[src/rtl/psr_pkg.sv]
package psr_pkg;
  typedef enum logic [1:0] {
    PS_IDLE    = 2'd0,
    PS_MEASURE = 2'd1,
    PS_SELF    = 2'd2
  } psr_state_e;
endpackage

[src/rtl/psr_init_timer.sv]
module psr_init_timer #(
  parameter int INIT_CYC = 200000
) (
  input  logic clk,
  input  logic rst_n,
  input  logic ce_n,
  input  logic rfsh_oe_n,
  output logic busy,
  output logic viol_init
);
  localparam int CW = $clog2(INIT_CYC + 1);
  localparam logic [CW-1:0] INIT_LIM = CW'(INIT_CYC);

  logic [CW-1:0] cnt_q;

  assign busy = (cnt_q != INIT_LIM);

  always_ff @(posedge clk or negedge rst_n) begin
    if (!rst_n) begin
      cnt_q     <= '0;
      viol_init <= 1'b0;
    end else begin
      if (busy) cnt_q <= cnt_q + 1'b1;
      viol_init <= busy && (!ce_n || !rfsh_oe_n);
    end
  end

  AST_BUSY_MONOTONE: assert property (@(posedge clk) disable iff (!rst_n)
    !busy |=> !busy);
endmodule

[src/rtl/psr_mode_fsm.sv]
module psr_mode_fsm
  import psr_pkg::*;
#(
  parameter int SELF_CYC     = 1600,
  parameter int AUTO_MIN_CYC = 15,
  parameter int GAP_MIN_CYC  = 6,
  parameter int SELF_ROW_CYC = 3000
) (
  input  logic       clk,
  input  logic       rst_n,
  input  logic       en,
  input  logic       ce_n,
  input  logic       rfsh_oe_n,
  output psr_state_e state,
  output logic       refresh_req,
  output logic       auto_req,
  output logic       pulse_start,
  output logic       self_exit,
  output logic       viol_short_pulse,
  output logic       viol_short_gap
);
  localparam int WW = $clog2(SELF_CYC + 1);
  localparam int TW = $clog2(SELF_ROW_CYC + 1);
  localparam int GW = $clog2(GAP_MIN_CYC + 1);
  localparam logic [WW-1:0] SELF_LIM = WW'(SELF_CYC - 1);
  localparam logic [WW-1:0] AUTO_LIM = WW'(AUTO_MIN_CYC);
  localparam logic [TW-1:0] ROW_LIM  = TW'(SELF_ROW_CYC - 1);
  localparam logic [GW-1:0] GAP_LIM  = GW'(GAP_MIN_CYC);

  psr_state_e    state_q, state_d;
  logic [WW-1:0] width_q;
  logic [TW-1:0] tmr_q;
  logic [GW-1:0] gap_q;
  logic          armed_q;
  logic          pin_low, released, self_enter, row_req;

  assign pin_low  = !rfsh_oe_n;
  assign released = rfsh_oe_n || !ce_n;
  assign state    = state_q;

  always_comb begin
    state_d     = state_q;
    pulse_start = 1'b0;
    auto_req    = 1'b0;
    self_enter  = 1'b0;
    self_exit   = 1'b0;
    row_req     = 1'b0;
    unique case (state_q)
      PS_IDLE: begin
        if (en && ce_n && pin_low) begin
          pulse_start = 1'b1;
          state_d     = PS_MEASURE;
        end
      end
      PS_MEASURE: begin
        if (released) begin
          auto_req = 1'b1;
          state_d  = PS_IDLE;
        end else if (width_q == SELF_LIM) begin
          self_enter = 1'b1;
          state_d    = PS_SELF;
        end
      end
      PS_SELF: begin
        if (released) begin
          self_exit = 1'b1;
          state_d   = PS_IDLE;
        end else if (tmr_q == ROW_LIM) begin
          row_req = 1'b1;
        end
      end
      default: state_d = PS_IDLE;
    endcase
  end

  assign refresh_req = auto_req || self_enter || row_req;

  always_ff @(posedge clk or negedge rst_n) begin
    if (!rst_n) begin
      state_q          <= PS_IDLE;
      width_q          <= '0;
      tmr_q            <= '0;
      gap_q            <= '0;
      armed_q          <= 1'b0;
      viol_short_pulse <= 1'b0;
      viol_short_gap   <= 1'b0;
    end else begin
      state_q <= state_d;
      if (pulse_start)                     width_q <= WW'(1);
      else if (state_q == PS_MEASURE)      width_q <= width_q + 1'b1;
      if (self_enter || row_req)           tmr_q <= '0;
      else if (state_q == PS_SELF)         tmr_q <= tmr_q + 1'b1;
      if (auto_req || self_exit) begin
        gap_q   <= GW'(1);
        armed_q <= 1'b1;
      end else if (state_q == PS_IDLE && rfsh_oe_n && gap_q != GAP_LIM) begin
        gap_q <= gap_q + 1'b1;
      end
      viol_short_pulse <= auto_req && (width_q < AUTO_LIM);
      viol_short_gap   <= pulse_start && armed_q && (gap_q < GAP_LIM);
    end
  end

  AST_SELF_PIN_LOW: assert property (@(posedge clk) disable iff (!rst_n)
    (state_q == PS_SELF) |-> $past(pin_low && ce_n));
  AST_WIDTH_BELOW_SELF: assert property (@(posedge clk) disable iff (!rst_n)
    (state_q == PS_MEASURE) |-> (width_q != '0 && width_q <= SELF_LIM));
  AST_GAP_AT_START: assert property (@(posedge clk) disable iff (!rst_n)
    viol_short_gap |-> (state_q == PS_MEASURE));
endmodule

[src/rtl/psr_ce_guard.sv]
module psr_ce_guard #(
  parameter int CE_HOLD_CYC = 27
) (
  input  logic clk,
  input  logic rst_n,
  input  logic en,
  input  logic arm,
  input  logic busy_pulse,
  input  logic ce_n,
  output logic viol_ce_early
);
  localparam int HW = $clog2(CE_HOLD_CYC + 1);
  localparam logic [HW-1:0] HOLD_LIM = HW'(CE_HOLD_CYC);

  logic [HW-1:0] hold_q;

  always_ff @(posedge clk or negedge rst_n) begin
    if (!rst_n) begin
      hold_q        <= '0;
      viol_ce_early <= 1'b0;
    end else begin
      if (arm)               hold_q <= HOLD_LIM;
      else if (hold_q != '0) hold_q <= hold_q - 1'b1;
      viol_ce_early <= en && !ce_n && ((hold_q != '0) || busy_pulse);
    end
  end

  AST_HOLD_BOUNDED: assert property (@(posedge clk) disable iff (!rst_n)
    (hold_q == HOLD_LIM) |-> $past(arm));
endmodule

[src/rtl/psr_row_counter.sv]
module psr_row_counter #(
  parameter int ROW_W = 8
) (
  input  logic             clk,
  input  logic             rst_n,
  input  logic             req,
  input  logic             auto_req,
  output logic             refresh_stb,
  output logic             auto_stb,
  output logic [ROW_W-1:0] refresh_row
);
  logic [ROW_W-1:0] row_q;

  always_ff @(posedge clk or negedge rst_n) begin
    if (!rst_n) begin
      row_q       <= '0;
      refresh_row <= '0;
      refresh_stb <= 1'b0;
      auto_stb    <= 1'b0;
    end else begin
      refresh_stb <= req;
      auto_stb    <= auto_req;
      if (req) begin
        refresh_row <= row_q;
        row_q       <= row_q + 1'b1;
      end
    end
  end

  AST_ROW_STEP: assert property (@(posedge clk) disable iff (!rst_n)
    (row_q != $past(row_q)) |-> (row_q == $past(row_q) + 1'b1));
endmodule

[src/rtl/psr_rfsh_decoder.sv]
module psr_rfsh_decoder
  import psr_pkg::*;
#(
  parameter int INIT_CYC     = 200000,
  parameter int AUTO_MIN_CYC = 15,
  parameter int GAP_MIN_CYC  = 6,
  parameter int SELF_CYC     = 1600,
  parameter int CE_HOLD_CYC  = 27,
  parameter int SELF_ROW_CYC = 3000,
  parameter int ROW_W        = 8
) (
  input  logic             clk,
  input  logic             rst_n,
  input  logic             ce_n,
  input  logic             rfsh_oe_n,
  output logic             out_en,
  output logic             refresh_stb,
  output logic [ROW_W-1:0] refresh_row,
  output logic             auto_stb,
  output logic             self_active,
  output logic             init_busy,
  output logic             viol_init,
  output logic             viol_short_pulse,
  output logic             viol_short_gap,
  output logic             viol_ce_early
);
  psr_state_e state;
  logic refresh_req, auto_req, pulse_start, self_exit;

  psr_init_timer #(.INIT_CYC(INIT_CYC)) u_init (
    .clk(clk), .rst_n(rst_n), .ce_n(ce_n), .rfsh_oe_n(rfsh_oe_n),
    .busy(init_busy), .viol_init(viol_init)
  );

  psr_mode_fsm #(
    .SELF_CYC(SELF_CYC), .AUTO_MIN_CYC(AUTO_MIN_CYC),
    .GAP_MIN_CYC(GAP_MIN_CYC), .SELF_ROW_CYC(SELF_ROW_CYC)
  ) u_fsm (
    .clk(clk), .rst_n(rst_n), .en(!init_busy), .ce_n(ce_n), .rfsh_oe_n(rfsh_oe_n),
    .state(state), .refresh_req(refresh_req), .auto_req(auto_req),
    .pulse_start(pulse_start), .self_exit(self_exit),
    .viol_short_pulse(viol_short_pulse), .viol_short_gap(viol_short_gap)
  );

  psr_ce_guard #(.CE_HOLD_CYC(CE_HOLD_CYC)) u_guard (
    .clk(clk), .rst_n(rst_n), .en(!init_busy), .arm(pulse_start || self_exit),
    .busy_pulse(state != PS_IDLE), .ce_n(ce_n), .viol_ce_early(viol_ce_early)
  );

  psr_row_counter #(.ROW_W(ROW_W)) u_rows (
    .clk(clk), .rst_n(rst_n), .req(refresh_req), .auto_req(auto_req),
    .refresh_stb(refresh_stb), .auto_stb(auto_stb), .refresh_row(refresh_row)
  );

  assign self_active = (state == PS_SELF);
  assign out_en      = !init_busy && !ce_n && !rfsh_oe_n && (state == PS_IDLE);

  AST_QUIET_DURING_INIT: assert property (@(posedge clk) disable iff (!rst_n)
    init_busy |-> (!refresh_stb && !self_active));
  AST_AUTO_NOT_SELF: assert property (@(posedge clk) disable iff (!rst_n)
    auto_stb |-> (refresh_stb && !self_active));
endmodule

[config.mk]
export PLATFORM = sky130hd
export DESIGN_NAME = psr_rfsh_decoder
export DESIGN_NICKNAME = d
export VERILOG_FILES = /design/src/rtl/psr_pkg.sv /design/src/rtl/psr_init_timer.sv /design/src/rtl/psr_mode_fsm.sv /design/src/rtl/psr_ce_guard.sv /design/src/rtl/psr_row_counter.sv /design/src/rtl/psr_rfsh_decoder.sv
export SDC_FILE = /design/constraint.sdc
export NUM_CORES = 1
export LEC_CHECK = 0
export BUFFER_PORTS_ARGS = -buffer_cell sky130_fd_sc_hd__clkbuf_2
export CORE_AREA = 2 2 79 81
export CTS_BUF_LIST = sky130_fd_sc_hd__clkbuf_4
export DETAILED_ROUTE_END_ITERATION = 8
export DIE_AREA = 0 0 81 83
export PLACE_DENSITY_LB_ADDON = 0.15
export SYNTH_ARGS = -nofsm -noshare
export SYNTH_HDL_FRONTEND = slang
export SYNTH_SLANG_ARGS = --single-unit
[constraint.sdc]
create_clock -name clk -period 4.3 [get_ports clk]
set_clock_uncertainty 0.05 [all_clocks]
set_input_delay 0.43 -clock clk [delete_from_list [all_inputs] [get_ports clk]]
set_output_delay 0.43 -clock clk [all_outputs]
set_load 0.02 [all_outputs]
== Word level (Yosys, flattened, before mapping) ==
Cells that the tools add are included.
Cells by class
  $add $sub $neg: 6
  $lt $le $gt $ge: 2
  equal/unequal tests: 9
  muxes and demuxes: 24
  reduce and logical (&&, ||, !) cells: 31
Operators by type and width (count)
  12-bit two-way mux: 2
  11-bit two-way mux: 2
  18-bit by 1-bit adder with 18-bit output, second input constant: 1
  18-bit != test, second input constant: 1
  12-bit by 1-bit adder with 12-bit output, second input constant: 1
  12-bit == test, second input constant: 1
  1-bit logical AND: 12
  11-bit by 1-bit adder with 11-bit output, second input constant: 1
  11-bit == test, second input constant: 1
  11-bit by 4-bit less-than comparator with 1-bit output, second input constant: 1
  1-bit two-way mux: 11
  5-bit two-way mux: 2
  2-bit nonzero test: 5
  8-bit by 1-bit adder with 8-bit output, second input constant: 1
  1-bit logical OR: 8
  2-bit two-way mux: 4
  3-bit two-way mux: 2
  2-bit case mux with 3 select lines: 1
  5-bit nonzero test: 1
  5-bit by 1-bit subtractor with 5-bit output, second input constant: 1
  2-bit by 1-bit != test with 1-bit output, second input constant: 2
  3-bit by 1-bit adder with 3-bit output, second input constant: 1
  1-bit logical NOT: 3
  3-bit less-than comparator, second input constant: 1
  6 further kinds: 6
Storage, ports and cells
  flip-flop bits (word level): 74
  input bits: 4
  output and inout bits: 17
  logic and storage cells: 87

== Depth between registers and ports, before layout ==
  depth after elaboration: 8
  depth in mapped cells: 8
  depth with buffers taken out: 7

== Modules after synthesis ==
A second synthesis with hierarchy kept.
Second synthesis, totals
  cells, all modules: 327
  area total of the unflattened synthesis: 3585.9 µm²
By module, submodules not included
  psr_mode_fsm: instances 1, cells each 167, area each 1641.6 µm², seq. area each 775.7 µm²
  psr_init_timer: instances 1, cells each 82, area each 925.9 µm², seq. area each 475.5 µm²
  psr_row_counter: instances 1, cells each 45, area each 679.4 µm², seq. area each 450.4 µm²
  psr_ce_guard: instances 1, cells each 28, area each 301.5 µm², seq. area each 150.1 µm²
  psr_rfsh_decoder: instances 1, cells each 5, area each 37.5 µm², seq. area each 0.0 µm²

== Least setup slack after synthesis ==
No wires, ideal clock.
  path kind: reg-to-output
  from: reg u_init.cnt_q[3]
  to: out out_en
  arrival time: 2.041 ns
  required time: 3.820 ns
  slack: 1.779 ns
  stages on the path, launching flop included: 6
  buffers on the path: 1
  cells stage by stage: dfrtp_1 > nor4b_1 > nand4b_1 > or2_2 > buf_2 > nor4b_1
Between the ends
  word-level cells in the longest chain between the ends: 5
RTL lines
  start, declared: RTL line psr_init_timer.sv:14  | logic [CW-1:0] cnt_q;
  start signal, assigned: RTL line psr_init_timer.sv:23  | if (busy) cnt_q <= cnt_q + 1'b1;
  18-bit != test: RTL line psr_init_timer.sv:16  | assign busy = (cnt_q != INIT_LIM);
  via init_busy: RTL line psr_rfsh_decoder.sv:21  | output logic init_busy,
  1-bit logical NOT: RTL line psr_rfsh_decoder.sv:56  | assign out_en = !init_busy && !ce_n && !rfsh_oe_n && (state == PS_IDLE);
  1-bit logical AND (3 in series): RTL line psr_rfsh_decoder.sv:56
  end, declared: RTL line psr_rfsh_decoder.sv:16  | output logic out_en,
The timed path passes the listed nets, and every way through them passes these cells.

== Worst setup path in the final report ==
  from: reg u_init.cnt_q[5]
  to: out out_en
Between the ends
  word-level cells in the longest chain between the ends: 5
RTL lines (RTL line)
  18-bit != test: psr_init_timer.sv:16
  1-bit logical NOT: psr_rfsh_decoder.sv:56
  1-bit logical AND (3 in series): psr_rfsh_decoder.sv:56
Every way passes these cells.

==> qor.yml <==
run_status:
  status: "finished clean"
global_routing:
  grt_pass1_wl_um: 10340
  grt_pass1_vias: 2322
  grtUsageTotal: 0.1950
  antenna_found_initial: 0
  grt_max_degree: 75
  grt_overflow: 0
clocking:
  root_buffer: "clkbuf_4"
  cts_sinks: 74
  post_cts_buffers: 0
  h-tree-depth: 3
  cts_max_path_buffers: 2
  cts_tree: "built"
  clock_latency_ps: 410
  numCtsBuffers: 9
  hold_buffers: 0
  cts-resized-gates: 0
  clkSlewWorstSetupHoldPaths_ps: 140
timing:
  hold_viol: 0
  tightest_slew_ps: 889.0
  finalCriticalPeriod_ps: 2837
  fmax_mhz: 352.5
  min_period_over_period: 0.6597
  finalSetupViolations: 0
  rsz0062_at_grt: "false"
  tns_ps: 0
  slew_viol_final: 0
  slew_headroom: 0.4073
  whs_ps: 77.45
  setup_ws_ps: 1463
setup_path:
  critPathCaptureType: "output port"
  cp_slowest_cell: "dfrtp_1"
  crit_chain: "nor4b_1 -> nand4b_1 -> or2_2 -> nor4b_1 -> clkbuf_2"
  cp_top_family: "simple AND/OR/NAND/NOR gates"
  cp.buffers_inverters: 1
  max_stage_delay_ps: 450
  crit_type: "flop to output port"
  critical_path_required_ps: 3820
  arrival_ps: 2360
  critical_path.most_common_cell: "nor4b_1"
  start_kind: "flop"
  worstPathMaxFanout: 10
placement:
  pre_cts_slack_ps: 1904
  gp_congestion: 0.7942
  hpwlAfterDp_um: 4047
  io_buffers: 20
job:
  cap_viol_max_count: 0
route:
  drt_wl_total_um: 5742
  vias_per_cell: 5.461
  drt-pass1-iter-count: 4
  wire_per_inst_um: 13.51
  route.detailed.drc: 0
  drtIter0Drc: 104
  via_count: 2321
  postRouteAntennaNets: 0
floorplan:
  fp-row-count: 28
  dieHeight_um: 83
  core_mm2: 0.005816
  die_w_um: 81
  start_util: 0.5936
  die_area_mm2: 0.006723
  num_io_pins: 21
logic_synthesis:
  synthCells: 319
  postSynthAreaPerCell_um2: 10.82
  yosysUniqueCellTypes: 42
  yosysWarnings: 0
  synth_area_leaders: "dfrtp_1, xnor2_1, xor2_1"
  ys_ff_latch: 74
  yosysTopAreaCellShare: 0.5364
  syn_area_mm2: 0.003452
  mappedNetlistNets: 332
  synth_area_leader_cell: "dfrtp_1"
  ys_seq_area_frac: 0.5364
final_layout:
  num-fill-cells: 499
  multi_input_area_mm2: 0.001515
  ff_latch_area_mm2: 0.001852
  layout-drive-gt1-share: 0.1543
  final_nets: 358
  syn_to_final_growth_pct: 9.097
  n_antenna_cell: 0
  layout_common_cells: "dfrtp_1, nor2_1, nand2_1"
  final_common_cell: "dfrtp_1"
  final_core_util: 0.6476
pwr:
  p_leak_nw: 1.691
  p_total_mw: 1.424
  ir_worst_vdd_uv: 363.5
  powerDensity_mw_per_mm2: 378.0
min_path:
  min_path_type: "primary input to asynchronous set/reset pin"
logic make-up (layout without fill, tap and decap cells):
family	after synthesis	count (layout)	synth area share
mux	11	11	0.03770
xor+xnor	44	44	0.1116
flops	74	74	0.5364
compound gates	20	20	0.03226
buf+inv	17	48	0.02465
fa+ha+maj	9	9	0.03262
simple gates	144	144	0.2247
where the power goes:
group          switching (mW)  internal (mW)
Sequential             0.0415          0.747
Combinational          0.0970         0.0800
Clock                   0.271          0.187
Total                   0.409           1.01
synth_stat cells:
library cell,count
nand4b_1,1
buf_1,1
ha_1,9
a211oi_1,1
nand3_1,16
nor4b_1,2
and4_1,3
o211ai_1,1
nand3b_1,2
nor2_1,34
nand2b_1,5
and2_1,1
clkbuf_1,1
mux2i_1,1
buf_6,2
o21ai_0,8
or2_2,2
or3_1,3
a21oi_1,8
nand4_2,1
mux2_2,8
xor2_1,21
a21boi_0,1
mux2_4,2
nor3b_1,3
nor4bb_1,1
xnor2_1,23
nor4b_4,1
nor4_1,2
and3_1,4
nand2_1,32
and4b_1,3
buf_2,2
a31o_2,1
nor2b_1,3
and3b_1,1
inv_1,10
nand4_1,13
buf_4,1
nor3_4,1
nor3_1,10
dfrtp_1,74
path summary, 6_finish.rpt:
check	start	to	slack [ps]	depth (start not counted)
max in group asynchronous	rst_n	u_init.cnt_q[3]	3540	1
hold / removal	rst_n	u_fsm.tmr_q[6]	80	1
setup reg to reg	u_fsm.state[1]	u_rows.row_q[7]	1910	5
hold reg to reg	u_rows.row_q[7]	u_rows.row_q[7]	430	1
setup / recovery	u_init.cnt_q[5]	out_en	1460	5
min in group clk	ce_n	u_guard.viol_ce_early	240	2
cell type report:
class,count,share of cell area
inverters,10,0.009967
multi-input cells,228,0.4023
flip-flops and latches,74,0.4917
clock inverters,7,0.02193
repair buffers,22,0.03123
clock buffers,9,0.01794
well taps,75,0.02492
registers in the layout (all words and copies together), names as in the netlist, 2 cells and up:
signal              flops
u_fsm.gap_q             3
u_fsm.state             2
u_rows.row_q            8
u_fsm.width_q          11
u_guard.hold_q          5
u_rows.refresh_row      8
u_fsm.tmr_q            12
u_init.cnt_q           18
routing by layer:
layer | vias to the layer above | part of all wire | track usage
li1 | 1146 | - | -
met1 | 1128 | 0.48 | 0.2783
met2 | 35 | 0.47 | 0.2900
met3 | 12 | 0.032 | 0.04022
met4 | 0 | 0.018 | 0.08012
met5 | - | 0 | 0
through the flow:
stage	cell area, um2	instances
6_report	3766	425
5_1_grt	3766	425
4_1_cts	3766	425
3_5_place_dp	3616	409
3_3_place_gp	3616	409
2_1_floorplan	3452	319
No activity file was read; power rests on OpenSTA's default activity.
